$ cat config.mk
export PLATFORM = sky130hd
export DESIGN_NAME = ccd_line_timer
export DESIGN_NICKNAME = d
export VERILOG_FILES = /design/src/rtl/ccd_line_timer.sv
export SDC_FILE = /design/constraint.sdc
export NUM_CORES = 1
export LEC_CHECK = 0
export BUFFER_PORTS_ARGS = -buffer_cell sky130_fd_sc_hd__buf_4
export CORE_MARGIN = 4
export CORE_UTILIZATION = 35
export DETAILED_ROUTE_END_ITERATION = 16
export SYNTH_ARGS = -nofsm -noshare
export SYNTH_HDL_FRONTEND = slang
export SYNTH_SLANG_ARGS = --single-unit
$ cat constraint.sdc
create_clock -name clk -period 3.68 [get_ports clk]
set_clock_uncertainty 0.15 [all_clocks]
set_input_delay 0.368 -clock clk [delete_from_list [all_inputs] [get_ports clk]]
set_output_delay 0.368 -clock clk [all_outputs]
set_load 0.005 [all_outputs]
$ cat src/rtl/ccd_line_timer.sv
module ccd_line_timer #(
  parameter int SYS_NS   = 10,
  parameter int HALF_DIV = 10,
  parameter int ROG_W    = 100,
  parameter int GUARD    = 100,
  parameter int RS_DLY   = 0,
  parameter int RS_W     = 5,
  parameter int LEAD     = 33,
  parameter int ACTIVE   = 2592,
  parameter int TRAIL    = 6,
  localparam int LINE    = LEAD + ACTIVE + TRAIL,
  localparam int IW      = $clog2(LINE)
) (
  input  logic          clk,
  input  logic          rst_n,
  input  logic          enable,
  input  logic          ext_rs_mode,
  output logic          shift_clk,
  output logic          gate_pulse,
  output logic          rst_pulse,
  output logic [IW-1:0] pix_idx,
  output logic          pix_active,
  output logic          line_done
);

  localparam int PER  = 2 * HALF_DIV;
  localparam int MX0  = (PER > ROG_W) ? PER : ROG_W;
  localparam int MXV  = (MX0 > GUARD) ? MX0 : GUARD;
  localparam int CW   = $clog2(MXV + 1);

  localparam logic [CW-1:0] C_GUARD = CW'(GUARD - 1);
  localparam logic [CW-1:0] C_GATE  = CW'(ROG_W - 1);
  localparam logic [CW-1:0] C_PER   = CW'(PER - 1);
  localparam logic [CW-1:0] C_HALF  = CW'(HALF_DIV);
  localparam logic [CW-1:0] C_RS_ON = CW'(HALF_DIV + RS_DLY);
  localparam logic [CW-1:0] C_RS_OF = CW'(HALF_DIV + RS_DLY + RS_W);
  localparam logic [IW-1:0] P_LAST  = IW'(LINE - 1);
  localparam logic [IW-1:0] P_LO    = IW'(LEAD);
  localparam logic [IW-1:0] P_HI    = IW'(LEAD + ACTIVE);

  if (HALF_DIV < 1 || PER * SYS_NS < 200) begin : g_bad_div
    $error("shift clock period below 200 ns");
  end
  if (ROG_W * SYS_NS < 500 || GUARD * SYS_NS < 500) begin : g_bad_gate
    $error("gate width or guard below 500 ns");
  end
  if (RS_DLY < 0 || RS_W * SYS_NS < 50 ||
      (HALF_DIV - RS_DLY - RS_W) * SYS_NS < 50) begin : g_bad_rs
    $error("reset pulse placement breaks 50 ns limits");
  end

  typedef enum logic [2:0] {S_IDLE, S_PRE, S_GATE, S_POST, S_RUN} st_t;

  st_t           st;
  logic [CW-1:0] cnt;
  logic [IW-1:0] pix;

  always_ff @(posedge clk) begin
    if (!rst_n) begin
      st  <= S_IDLE;
      cnt <= '0;
      pix <= '0;
    end else begin
      case (st)
        S_IDLE: if (enable) begin
          st  <= S_PRE;
          cnt <= '0;
        end
        S_PRE: if (cnt == C_GUARD) begin
          st  <= S_GATE;
          cnt <= '0;
        end else cnt <= cnt + 1'b1;
        S_GATE: if (cnt == C_GATE) begin
          st  <= S_POST;
          cnt <= '0;
        end else cnt <= cnt + 1'b1;
        S_POST: if (cnt == C_GUARD) begin
          st  <= S_RUN;
          cnt <= '0;
          pix <= '0;
        end else cnt <= cnt + 1'b1;
        S_RUN: if (cnt == C_PER) begin
          cnt <= '0;
          if (pix == P_LAST) begin
            pix <= '0;
            st  <= enable ? S_PRE : S_IDLE;
          end else pix <= pix + 1'b1;
        end else cnt <= cnt + 1'b1;
        default: st <= S_IDLE;
      endcase
    end
  end

  wire run = (st == S_RUN);

  assign shift_clk  = !run || (cnt >= C_HALF);
  assign gate_pulse = (st == S_GATE);
  assign rst_pulse  = ext_rs_mode && run && (cnt >= C_RS_ON) && (cnt < C_RS_OF);
  assign pix_idx    = pix;
  assign pix_active = run && (pix >= P_LO) && (pix < P_HI);
  assign line_done  = run && (pix == P_LAST) && (cnt == C_PER);

endmodule

After elaboration in Yosys (flattened, before gate mapping)
Cells that the tools add are included.

Word-level logic and storage cells: 54. Output and inout port bits: 17. Input port bits: 4. Register bits after elaboration: 22.

$lt $le $gt $ge: 4. Reductions and logical operators: 16. Add/subtract/negate cells: 2. Eq/ne operators: 13. Multiplexer cells: 16.

Operator list (count): 12-bit two-way mux (3); 12-bit case mux with 2 select lines (1); 7-bit two-way mux (3); 7-bit case mux with 3 select lines (1); 3-bit two-way mux (6); 3-bit case mux with 5 select lines (1); 12-bit by 1-bit adder with 12-bit output, second input constant (1); 12-bit == test, second input constant (1); 12-bit by 6-bit >= comparator with 1-bit output, second input constant (1); 12-bit less-than comparator, second input constant (1); 7-bit by 1-bit adder with 7-bit output, second input constant (1); 7-bit by 5-bit == test with 1-bit output, second input constant (1); 7-bit == test, second input constant (1); 7-bit by 4-bit >= comparator with 1-bit output, second input constant (1); 1-bit logical AND (7); 7-bit by 4-bit less-than comparator with 1-bit output, second input constant (1); 3-bit by 2-bit == test with 1-bit output, second input constant (2); 2-bit by 1-bit != test with 1-bit output, second input constant (3); 2-bit != test, second input constant (3); 6-bit AND reduction (1); 3-bit by 1-bit == test with 1-bit output, second input constant (1); 3-bit == test, second input constant (1); 3-bit zero test (1); 3-bit AND reduction (1); other kinds (7) (7).

Depth between registers and ports, before layout
Depth in word-level cells: 4. Mapped depth: 8. Depth with buffers taken out: 7.

Worst setup path after synthesis
OpenSTA, ideal clock, no wires.

Path kind: register to register. Start: register cnt[0]. End: register pix[7], in the netlist pix_idx[7]. Slack: 1.618 ns. Required time: 3.458 ns. Setup time: 0.072 ns. Path buffers: 1. Clock period less this slack: 2.062 ns. Data arrival time: 1.839 ns. Stages on the path, launching flop included: 8. Path through: dfxtp_1 > ha_1 > nor3b_4 > nand4_1 > o21a_2 > buf_6 > or4_1 > a21oi_1.

Word-level cells in the longest chain between the ends: 3. Elaborated cells between the ends (all ways): 5. Classes of those cells: eq/ne: 4; reduce/logical: 1.

Ends and longest elaborated chain: start, declared (RTL line 55) `logic [CW-1:0] cnt;`; start signal, assigned (RTL line 72) `end else cnt <= cnt + 1'b1;`; start signal, assigned (RTL line 76) `end else cnt <= cnt + 1'b1;`; start signal, assigned (RTL line 81) `end else cnt <= cnt + 1'b1;`; 7-bit == test / 7-bit by 5-bit == test with 1-bit output (equally long branches) (RTL line 77, 82); 2-bit != test (no source line) / 2-bit by 1-bit != test with 1-bit output (equally long branches); 3-bit AND reduction (no source line) *; end signal, assigned (RTL line 87) `end else pix <= pix + 1'b1;`; end, declared (RTL line 56) `logic [IW-1:0] pix;`.

Mark *: on every way between the ends. The rest lies on a longest branch, timed or not. A chain may end at the register's enable or synchronous reset.

Worst setup path after layout
Start: register pix[0], in the netlist pix_idx[0]. End: output port pix_active.

Word-level cells in the longest chain between the ends: 3. Elaborated cells between the ends (all ways): 4. Classes of those cells: order compare: 2; reduce/logical: 2.

Ends and longest elaborated chain: 12-bit by 6-bit >= comparator with 1-bit output (RTL line 100) `assign pix_active = run && (pix >= P_LO) && (pix < P_HI);`; 1-bit logical AND (RTL line 100); 1-bit logical AND * (RTL line 100); end, declared (RTL line 22) `output logic pix_active,`.

Marks and branches as above.

==> qor.csv <==
metric,value,unit
number of synthesized flops with an enable pin,0,
Yosys warning count,0,
root buffer cell,clkbuf_8,
CTS buffer count,3,
Crit-path slowest cell,or4b_2,
H-Tree Depth,1,
Max-slew headroom,59.3,%
Fill cells,396,
routability cong.,0.763,
initial antenna violation count,0,
RSZ-0062 raised after global routing,false,
Syn Area/Cell,8.29,um2
Post-Route WL,3.50,mm
routed length per instance,15.1,um
# IOs,21,
Synth area leaders,"dfxtp_1 32%, ha_1 5.5%, nor2_1 4.9%",
top cell type's share of synthesized area,32.2,%
CP endpoint kind,output pin,
Initial Util,36.8,%
period utilization,71.0,%
drt pass-1 iters,4,
DRC,0,
worst-path cell chain,"inv_1, ha_1, or4b_2, o21ai_0, a221o_1, a21oi_1, buf_4",
Netlist Area Pre-Place,0.00137,mm2
asr flop ratio synth,0,%
status,completed,
Clock Latency Late Sink,0.27,ns
overall routing resource usage,14.3,%
vias in the first global route,1229,
CP Launch Type,flip-flop,
Crit Path Category,flip-flop to output pin,
cts hold-fix bufs,0,
antenna cells,0,
die width,70.5,um
Post-Place Cells,228,
proportion of layout cells with a drive suffix above 1,16.8,%
DR vias,1331,
total gr overflow,0,
antenna-violating nets left,0,
cell taking the most area after synthesis,dfxtp_1,
Fmax,0.383,GHz
clock sink total,22,
global-route wire length before repair,5.91,mm
Nets,195,
max-slew violation count,0,
setup tns final,0,ns
# rows,22,
commonest cells in the netlist,"22 x dfxtp_1, 18 x nor2_1, 11 x a21oi_1",
final setup vio count,0,
CP Data Required Time,3.16,ns
Post-CTS Setup Inserts,0,
Tightest Hold Check Type,input port to flip-flop,
CTS tree,yes,
Post-CTS Resized,0,
clock slew at reported path FFs,0.09,ns
post-synthesis instance total,165,
maxcap violations,0,
Multi-input gate area,872,um2
DIE HEIGHT,70.5,um
#FFs+latches synth,22,
Tot Pwr,0.000496,W
area added between synthesis and finish,18.5,%
sequential area share after synthesis,32.2,%
worst slew pin tran,0.608,ns
Reg area,440,um2
WP data arrival,2.10,ns
largest net degree at the start of global routing,24,
Clock Path Buffers,2,
"count leader, synth",dfxtp_1,
I/O Buffers,20,
PnR worst setup slack,1.07,ns
Fin. Hold Viols,0,
die area,0.00497,mm2
filler-free cell count of the finished design,232,
Worst Path Max Fanout,7,
pre-CTS setup slack,1.37,ns
static leakage,0.620,nW
hold slack final,0.249,ns
dpl hpwl,2.54,mm
Syn Nets,175,
starting DRC count in detailed routing,59,
Synth cell types,45,
power per cell area,306,mW/mm2
Post-synth top flop,dfxtp_1,
Worst path max stage delay,0.59,ns
Core Box Area,0.00372,mm2
worst-case vdd ir drop,0.000179,V
Period minus WS final,2.61,ns
via density per instance,5.74,
## registers in the layout, summed over array words and instances (netlist names)
register	flops
cnt	7
st	3
pix_idx	12
## cells by family after synthesis
kind of cell	after synthesis	share of synthesized area (%)
compound gates	40	19.4
flops	22	32.2
mux	1	0.732
buf+inv	12	4.03
fa+ha+maj	6	5.49
xor+xnor	7	4.48
simple gates	77	33.7
## worst max-delay path: cells and delay by family (launching register included)
kind	cells	cell delay, ns
flip-flops	1	0.39
AND/OR/NAND/NOR	1	0.59
buffers and inverters	2	0.28
AO/OA/AOI/OAI	3	0.41
adder cells (fa/ha/maj)	1	0.15
## final timing paths
path | from | to | slack [ns] | cells past startpoint
max | pix_idx[0] | pix_active | 1.07 | 7
min | rst_n | st[0] | 0.25 | 2
max reg2reg | cnt[1] | pix_idx[9] | 1.33 | 6
min reg2reg | pix_idx[11] | pix_idx[11] | 0.38 | 2
## metrics by stage
step	utilization [%]	area [um2]
global placement	41.7	1550
floorplan	-	1370
CTS	43.6	1620
global route	43.6	1620
finish	43.6	1620
detailed placement	41.7	1550
## cell usage in the layout (no fill, tap or decap), types with 3 or more instances in the layout
master / count
xor2_1: 4
and3_1: 4
nand2_1: 9
o211ai_1: 3
nand4_1: 6
o21ai_0: 7
nand3_1: 5
nor3_1: 3
nand2b_1: 3
xnor2_1: 3
ha_1: 6
buf_4: 20
and2_1: 4
a21oi_1: 11
o21a_1: 4
dfxtp_1: 22
clkbuf_8: 3
o31ai_1: 7
inv_1: 7
nor2_1: 18
or4_1: 6
nor4_1: 3
## power by group
group	internal [W]	leakage [nW]	total [W]	switching [W]
Sequential	0.000240	0.178	0.000244	0.00000391
Clock	0.000145	0.0357	0.000231	0.0000857
Combinational	0.00000881	0.406	0.0000210	0.0000122
Total	0.000394	0.620	0.000496	0.000102
## final cells by class
cell class | instances | area share (%)
clock buffers | 3 | 2.55
clock inverters | 1 | 1.85
inverters | 7 | 1.62
multi-input cells | 131 | 53.8
flip-flops and latches | 22 | 27.2
well taps | 48 | 3.71
repair buffers | 20 | 9.27
## routing by layer
| metal | part of all wire [%] | track usage (%) | wire length [um] |
|---|---|---|---|
| met3 | 4.1 | 3.60 | 145 |
| met1 | 43 | 17.9 | 1510 |
| met5 | 0 | 0 | 0 |
| met4 | 0.40 | 1.28 | 14 |
| met2 | 52 | 25.7 | 1830 |
Note: power is estimated with default switching activity, not from simulation.
